$ cat config.mk
export PLATFORM = sky130hd
export DESIGN_NAME = axi_issue_limiter
export DESIGN_NICKNAME = d
export VERILOG_FILES = /design/src/rtl/axi_lim_pkg.sv /design/src/rtl/lim_addr_stage.sv /design/src/rtl/lim_slot_counter.sv /design/src/rtl/lim_budget.sv /design/src/rtl/axi_issue_limiter.sv
export SDC_FILE = /design/constraint.sdc
export NUM_CORES = 1
export LEC_CHECK = 0
export ABC_AREA = 0
export BUFFER_PORTS_ARGS = -buffer_cell sky130_fd_sc_hd__buf_2
export CORE_ASPECT_RATIO = 0.5
export CORE_MARGIN = 1.5
export CORE_UTILIZATION = 46
export DETAILED_ROUTE_END_ITERATION = 12
export PLACE_DENSITY = 0.81
export SYNTH_ARGS = -nofsm -noshare
export SYNTH_HDL_FRONTEND = slang
export SYNTH_SLANG_ARGS = --single-unit
$ cat constraint.sdc
create_clock -name clk_i -period 4.16 [get_ports clk_i]
set_input_delay 0.832 -clock clk_i [delete_from_list [all_inputs] [get_ports clk_i]]
set_output_delay 0.832 -clock clk_i [all_outputs]
set_load 0.1 [all_outputs]
$ cat src/rtl/axi_lim_pkg.sv
package axi_lim_pkg;
  typedef enum logic [1:0] {
    PROF_RO     = 2'd0,
    PROF_RW     = 2'd1,
    PROF_SINGLE = 2'd2
  } port_profile_e;

  localparam int unsigned CNT_W = 3;

  function automatic int unsigned rd_limit(port_profile_e p);
    case (p)
      PROF_SINGLE: return 1;
      default:     return 2;
    endcase
  endfunction

  function automatic int unsigned wr_limit(port_profile_e p);
    case (p)
      PROF_RO:     return 0;
      PROF_SINGLE: return 1;
      default:     return 2;
    endcase
  endfunction

  function automatic int unsigned tot_limit(port_profile_e p);
    case (p)
      PROF_RO:     return 2;
      PROF_SINGLE: return 1;
      default:     return 4;
    endcase
  endfunction
endpackage

$ cat src/rtl/lim_addr_stage.sv
module lim_addr_stage #(
  parameter int unsigned AW = 32,
  parameter int unsigned LW = 8
) (
  input  logic          clk_i,
  input  logic          rst_ni,
  input  logic          load_i,
  input  logic [AW-1:0] addr_i,
  input  logic [LW-1:0] len_i,
  input  logic          ready_i,
  output logic          valid_o,
  output logic [AW-1:0] addr_o,
  output logic [LW-1:0] len_o,
  output logic          free_o
);
  logic          valid_q;
  logic [AW-1:0] addr_q;
  logic [LW-1:0] len_q;

  assign free_o  = ~valid_q | ready_i;
  assign valid_o = valid_q;
  assign addr_o  = addr_q;
  assign len_o   = len_q;

  // load_i is only raised when free_o is high
  always_ff @(posedge clk_i or negedge rst_ni) begin
    if (!rst_ni) begin
      valid_q <= 1'b0;
      addr_q  <= '0;
      len_q   <= '0;
    end else if (load_i) begin
      valid_q <= 1'b1;
      addr_q  <= addr_i;
      len_q   <= len_i;
    end else if (ready_i) begin
      valid_q <= 1'b0;
    end
  end
endmodule

$ cat src/rtl/lim_slot_counter.sv
module lim_slot_counter #(
  parameter int unsigned MAX = 2,
  parameter int unsigned W   = 3
) (
  input  logic         clk_i,
  input  logic         rst_ni,
  input  logic         inc_i,
  input  logic         fin_i,
  output logic [W-1:0] cnt_o,
  output logic         room_o,
  output logic         rel_o
);
  localparam logic [W-1:0] MAX_C = W'(MAX);

  logic [W-1:0] cnt_q;

  // completions with nothing outstanding are dropped
  assign rel_o  = fin_i & (cnt_q != '0);
  assign room_o = (cnt_q < MAX_C) | rel_o;
  assign cnt_o  = cnt_q;

  always_ff @(posedge clk_i or negedge rst_ni) begin
    if (!rst_ni)             cnt_q <= '0;
    else if (inc_i & ~rel_o) cnt_q <= cnt_q + 1'b1;
    else if (~inc_i & rel_o) cnt_q <= cnt_q - 1'b1;
  end
endmodule

$ cat src/rtl/lim_budget.sv
module lim_budget #(
  parameter int unsigned TOT_MAX = 4,
  parameter int unsigned W       = 3
) (
  input  logic [W-1:0] rd_cnt_i,
  input  logic [W-1:0] wr_cnt_i,
  input  logic         rd_rel_i,
  input  logic         wr_rel_i,
  input  logic         rd_room_i,
  input  logic         wr_room_i,
  input  logic         ar_free_i,
  input  logic         aw_free_i,
  input  logic         rd_valid_i,
  input  logic         wr_valid_i,
  output logic         rd_ready_o,
  output logic         wr_ready_o
);
  localparam int unsigned SW = W + 2;
  localparam logic [SW-1:0] TOT_C = SW'(TOT_MAX);

  logic [SW-1:0] used;
  logic [SW-1:0] used_wr;
  logic          rd_take;

  always_comb begin
    used       = SW'(rd_cnt_i) + SW'(wr_cnt_i) - SW'(rd_rel_i) - SW'(wr_rel_i);
    rd_ready_o = ar_free_i & rd_room_i & (used < TOT_C);
    rd_take    = rd_ready_o & rd_valid_i;
    // a read taken this cycle claims combined room first
    used_wr    = used + SW'(rd_take);
    wr_ready_o = aw_free_i & wr_room_i & (used_wr < TOT_C);
  end
endmodule

$ cat src/rtl/axi_issue_limiter.sv
module axi_issue_limiter
  import axi_lim_pkg::*;
#(
  parameter port_profile_e    PROFILE = PROF_RW,
  parameter int unsigned      ADDR_W  = 32,
  parameter int unsigned      LEN_W   = 8,
  parameter int unsigned      ID_W    = 4,
  parameter logic [ID_W-1:0]  RD_ID   = ID_W'(3),
  parameter logic [ID_W-1:0]  WR_ID   = ID_W'(5)
) (
  input  logic                clk_i,
  input  logic                rst_ni,
  input  logic                rd_req_valid_i,
  input  logic [ADDR_W-1:0]   rd_req_addr_i,
  input  logic [LEN_W-1:0]    rd_req_len_i,
  output logic                rd_req_ready_o,
  input  logic                wr_req_valid_i,
  input  logic [ADDR_W-1:0]   wr_req_addr_i,
  input  logic [LEN_W-1:0]    wr_req_len_i,
  output logic                wr_req_ready_o,
  output logic                ar_valid_o,
  output logic [ADDR_W-1:0]   ar_addr_o,
  output logic [LEN_W-1:0]    ar_len_o,
  output logic [ID_W-1:0]     ar_id_o,
  input  logic                ar_ready_i,
  output logic                aw_valid_o,
  output logic [ADDR_W-1:0]   aw_addr_o,
  output logic [LEN_W-1:0]    aw_len_o,
  output logic [ID_W-1:0]     aw_id_o,
  input  logic                aw_ready_i,
  output logic [ID_W-1:0]     w_id_o,
  input  logic                r_valid_i,
  input  logic                r_ready_i,
  input  logic                r_last_i,
  input  logic                b_valid_i,
  input  logic                b_ready_i,
  output logic [CNT_W-1:0]    rd_cnt_o,
  output logic [CNT_W-1:0]    wr_cnt_o
);
  localparam int unsigned RD_MAX  = rd_limit(PROFILE);
  localparam int unsigned WR_MAX  = wr_limit(PROFILE);
  localparam int unsigned TOT_MAX = tot_limit(PROFILE);
  localparam int unsigned CW      = CNT_W;

  logic rd_fin, wr_fin;
  logic rd_take, wr_take;
  logic ar_free, aw_free;
  logic rd_room, wr_room;
  logic rd_rel, wr_rel;

  assign rd_fin  = r_valid_i & r_ready_i & r_last_i;
  assign wr_fin  = b_valid_i & b_ready_i;
  assign rd_take = rd_req_valid_i & rd_req_ready_o;
  assign wr_take = wr_req_valid_i & wr_req_ready_o;

  // fixed IDs: no reordering, AW and W share one value
  assign ar_id_o = RD_ID;
  assign aw_id_o = WR_ID;
  assign w_id_o  = WR_ID;

  lim_addr_stage #(.AW(ADDR_W), .LW(LEN_W)) u_ar_stage (
    .clk_i   (clk_i),
    .rst_ni  (rst_ni),
    .load_i  (rd_take),
    .addr_i  (rd_req_addr_i),
    .len_i   (rd_req_len_i),
    .ready_i (ar_ready_i),
    .valid_o (ar_valid_o),
    .addr_o  (ar_addr_o),
    .len_o   (ar_len_o),
    .free_o  (ar_free)
  );

  lim_slot_counter #(.MAX(RD_MAX), .W(CW)) u_rd_cnt (
    .clk_i  (clk_i),
    .rst_ni (rst_ni),
    .inc_i  (rd_take),
    .fin_i  (rd_fin),
    .cnt_o  (rd_cnt_o),
    .room_o (rd_room),
    .rel_o  (rd_rel)
  );

  if (WR_MAX == 0) begin : g_no_wr
    logic unused_wr;
    assign unused_wr  = ^{wr_req_addr_i, wr_req_len_i, aw_ready_i, wr_take, wr_fin};
    assign aw_free    = 1'b0;
    assign wr_room    = 1'b0;
    assign wr_rel     = 1'b0;
    assign wr_cnt_o   = '0;
    assign aw_valid_o = 1'b0;
    assign aw_addr_o  = '0;
    assign aw_len_o   = '0;
  end else begin : g_wr
    lim_addr_stage #(.AW(ADDR_W), .LW(LEN_W)) u_aw_stage (
      .clk_i   (clk_i),
      .rst_ni  (rst_ni),
      .load_i  (wr_take),
      .addr_i  (wr_req_addr_i),
      .len_i   (wr_req_len_i),
      .ready_i (aw_ready_i),
      .valid_o (aw_valid_o),
      .addr_o  (aw_addr_o),
      .len_o   (aw_len_o),
      .free_o  (aw_free)
    );

    lim_slot_counter #(.MAX(WR_MAX), .W(CW)) u_wr_cnt (
      .clk_i  (clk_i),
      .rst_ni (rst_ni),
      .inc_i  (wr_take),
      .fin_i  (wr_fin),
      .cnt_o  (wr_cnt_o),
      .room_o (wr_room),
      .rel_o  (wr_rel)
    );
  end

  lim_budget #(.TOT_MAX(TOT_MAX), .W(CW)) u_budget (
    .rd_cnt_i   (rd_cnt_o),
    .wr_cnt_i   (wr_cnt_o),
    .rd_rel_i   (rd_rel),
    .wr_rel_i   (wr_rel),
    .rd_room_i  (rd_room),
    .wr_room_i  (wr_room),
    .ar_free_i  (ar_free),
    .aw_free_i  (aw_free),
    .rd_valid_i (rd_req_valid_i),
    .wr_valid_i (wr_req_valid_i),
    .rd_ready_o (rd_req_ready_o),
    .wr_ready_o (wr_req_ready_o)
  );
endmodule

==> impl_metrics.py <==
metrics = {
    "die": {
        "initial_utilization": 0.483,
        "design.portCount": 193,
        "fp.dieW_um": 134,
        "num_rows": 23,
        "fp.dieArea_sq_um": 9140,
        "area_of_the_placeable_core_sq_um": 8140,
        "die_height_um": 68.4,
    },
    "logic_synthesis": {
        "seq_area_frac_synth": 0.560,
        "synth.area.top_cells": "sky130_fd_sc_hd__dfrtp_1 (56%), sky130_fd_sc_hd__mux2_4 (15%), sky130_fd_sc_hd__mux2_2 (13%), sky130_fd_sc_hd__buf_4 (2.3%), sky130_fd_sc_hd__fa_1 (2.0%)",
        "syn-cell-area_sq_um": 3930,
        "synth_top_flop_cell": "sky130_fd_sc_hd__dfrtp_1",
        "ys_warn_count": 0,
        "synthesis.instances": 250,
        "synth-async-reset-ratio": 1.00,
        "synth.distinct_cells": 32,
        "synth.avg_cell_area_sq_um": 15.7,
        "synth.ff_latch_count": 88,
        "synth_top_cells_by_count": "sky130_fd_sc_hd__dfrtp_1 (88), sky130_fd_sc_hd__mux2_2 (44), sky130_fd_sc_hd__mux2_4 (38)",
        "number_of_flops_mapped_to_enable_cells_by_yosys": 0,
        "synth_top_area_cell": "sky130_fd_sc_hd__dfrtp_1",
        "post-synth-top-area-fraction": 0.560,
        "synth_most_common_cell": "sky130_fd_sc_hd__dfrtp_1",
    },
    "timing": {
        "timing.setup.tns_ps": 0,
        "finalCriticalPeriod_ps": 3970,
        "timing.final.hold_violations": 0,
        "setup_viol_count_final": 0,
        "finalWorstSetupSlack_ps": 195,
        "f_max_mhz": 252,
        "skew_ps": 5.22,
        "max_transition_viols_final": 0,
        "finalCritPeriodShare": 0.953,
        "max_slew_margin": 0.288,
        "slew_at_the_pin_closest_to_its_max_slew_limit_ps": 1070,
    },
    "drt": {
        "dr.pass1.iters": 4,
        "wl_per_cell_um": 14.4,
        "drtAntennaViolNets": 0,
        "detail_route.wirelength_um": 7920,
        "drc_errors": 0,
        "post_drt_via_cell_ratio": 4.63,
        "drt-initial-drc-count": 110,
        "dr_total_vias": 2544,
    },
    "clock_network": {
        "clockBufferDepth": 2,
        "cts_buffers": 9,
        "clk_pin_slew_worst_paths_ps": 60,
        "insertion_delay_ps": 330,
        "htreeDepth": 3,
        "cts_tree": "done",
        "clk_root_buffer_cell": "sky130_fd_sc_hd__clkbuf_16",
        "cts_num_sinks": 88,
        "post-cts-setup-buffers": 0,
    },
    "finish": {
        "finalNetCount": 534,
        "antenna_cells_inserted": 0,
        "post_route_cells_drive_above_1_share": 0.655,
        "multiInputGateArea_sq_um": 1570,
        "area.sequential_sq_um": 2200,
        "post_route_standard_cell_area_excluding_fillers_sq_um": 5170,
        "areaGrowthSynthToFinish_pct": 31.6,
        "final_util": 0.635,
        "count_of_fill_cells_added_during_filler_insertion": 624,
    },
    "critical_path": {
        "startpoint_type": "register",
        "r2r.worst_path.cells": 14,
        "setup.worst_path.end": "wr_req_ready_o",
        "crit_type": "register to output pin",
        "ff2ff_setup_slack_ps": 550,
        "reg2reg_to": "g_wr.u_wr_cnt.cnt_o[1]",
        "signal_arrival_time_at_the_worst_endpoint_ps": 3130,
        "worst_setup_path_startpoint": "u_rd_cnt.cnt_o[1]",
        "cp_cell_instances": "or3_1, nand2b_1, inv_1, fa_1, ha_1, xnor3_1, a221oi_4, o2111ai_2, and3_2, buf_4",
        "worst_path_max_delay_cell": "sky130_fd_sc_hd__dfrtp_1",
        "crit_path_end_kind": "output pin",
        "worst-endpoint-required_ps": 3330,
        "worstReg2RegStart": "u_rd_cnt.cnt_o[1]",
        "critPathMaxStageDelay_ps": 460,
        "worstPathMaxFanout": 7,
    },
    "place": {
        "placement.io_buffers": 180,
        "gp_routability_congestion": 0.799,
        "detailed_place.area_sq_um": 4870,
        "place_worst_setup_slack_ps": 200,
        "dp.final_hpwl_um": 5840,
    },
    "worst_hold_path": {
        "worst_min_delay_path_class": "register to register",
    },
    "global_routing": {
        "first_global_vias": 2368,
        "groute.usage.overall": 0.171,
        "grt_start_max_net_pins": 89,
        "grt_overflow": 0,
        "grt_first_pass_wirelength_um": 11700,
        "initial_antenna_violation_count": 0,
    },
    "run_status": {
        "status": "finished, final reports clean",
    },
    "flow_run": {
        "count_of_max_cap_constraint_violations": 0,
    },
}
cell families after synthesis:
kind of cell,share of synthesized area
flip-flops,0.560
multiplexers,0.271
buffers and inverters,0.0509
AND/OR/NAND/NOR,0.0306
adder cells (fa/ha/maj),0.0395
AO/OA/AOI/OAI,0.0245
XOR/XNOR,0.0213
other,0.00191
repair_timing:
action                     4_1_cts  5_1_grt
setup endpoints to repair        0        1
gates resized for setup          0        2
hold buffers                     0        0
critical path, delay by kind of cell, from the launching register on:
kind            cells  cell delay, ps
fa+ha+maj           2             640
buf+inv             2             290
compound gates      2             460
flops               1             460
xor+xnor            1             240
simple gates        3             710
per-stage QoR:
| step | hold WS (ps) | cells |
|---|---|---|
| after global routing | 509 | 550 |
| after floorplan | 536 | 260 |
| after detailed placement | 486 | 534 |
| final | 497 | 550 |
| after CTS | 501 | 550 |
| after global placement | 483 | 534 |
sequential cells by signal (all words and copies together), names as in the netlist:
signal / cells
u_ar_stage.len_o: 8
g_wr.u_aw_stage.addr_o: 32
u_rd_cnt.cnt_o: 3
u_ar_stage.addr_o: 32
u_ar_stage.valid_o: 1
g_wr.u_aw_stage.len_o: 8
g_wr.u_aw_stage.valid_o: 1
g_wr.u_wr_cnt.cnt_o: 3
layout by cell type, fill, tap and decap left out, drive strengths merged:
master      n
o21ai       1
nand2       3
clkbuf     12
clkinvlp    2
inv        12
mux2       82
clkinv      1
dfrtp      88
nand3       3
or2         2
and3        1
or3         2
conb       12
and2        1
nand2b      2
xor2        4
buf       182
ha          6
nor2        4
xnor3       1
a21oi       1
o311a       1
fa          4
o211a       1
o2bb2ai     1
xnor2       3
a221oi      1
a31o        1
bufinv      1
o2111ai     1
a211oi      1
nand4       1
area by class of cell:
type / count / area share
Clock buffer: 12 / 0.0476
Clock inverter: 4 / 0.0104
Inverter: 12 / 0.00870
Multi-Input combinational cell: 140 / 0.303
Sequential cell: 88 / 0.426
Tap cell: 112 / 0.0271
Timing Repair Buffer: 182 / 0.178
worst min path at each step:
stage | cells past startpoint | startpoint | slack, ps | end
2_1_floorplan | 0 | rst_ni | 540 | g_wr.u_aw_stage.addr_o[0]
3_5_place_dp | 1 | g_wr.u_aw_stage.addr_o[15] | 490 | g_wr.u_aw_stage.addr_o[15]
5_1_grt | 1 | u_ar_stage.addr_o[5] | 510 | u_ar_stage.addr_o[5]
3_3_place_gp | 1 | u_ar_stage.addr_o[15] | 480 | u_ar_stage.addr_o[15]
4_1_cts | 1 | u_ar_stage.addr_o[24] | 500 | u_ar_stage.addr_o[24]
6_report | 1 | u_ar_stage.addr_o[24] | 500 | u_ar_stage.addr_o[24]
per-layer routing:
| layer | GRT usage | share of wire | routed length, um |
|---|---|---|---|
| met3 | 0.0607 | 0.046 | 364 |
| met5 | 0 | 0 | 0 |
| met4 | 0.0557 | 0.011 | 85 |
| met1 | 0.210 | 0.41 | 3280 |
| met2 | 0.288 | 0.53 | 4190 |
Power is left out: the tool's default activity adds up to more than one toggle a clock period on the data nets, which glitch-free logic cannot reach.
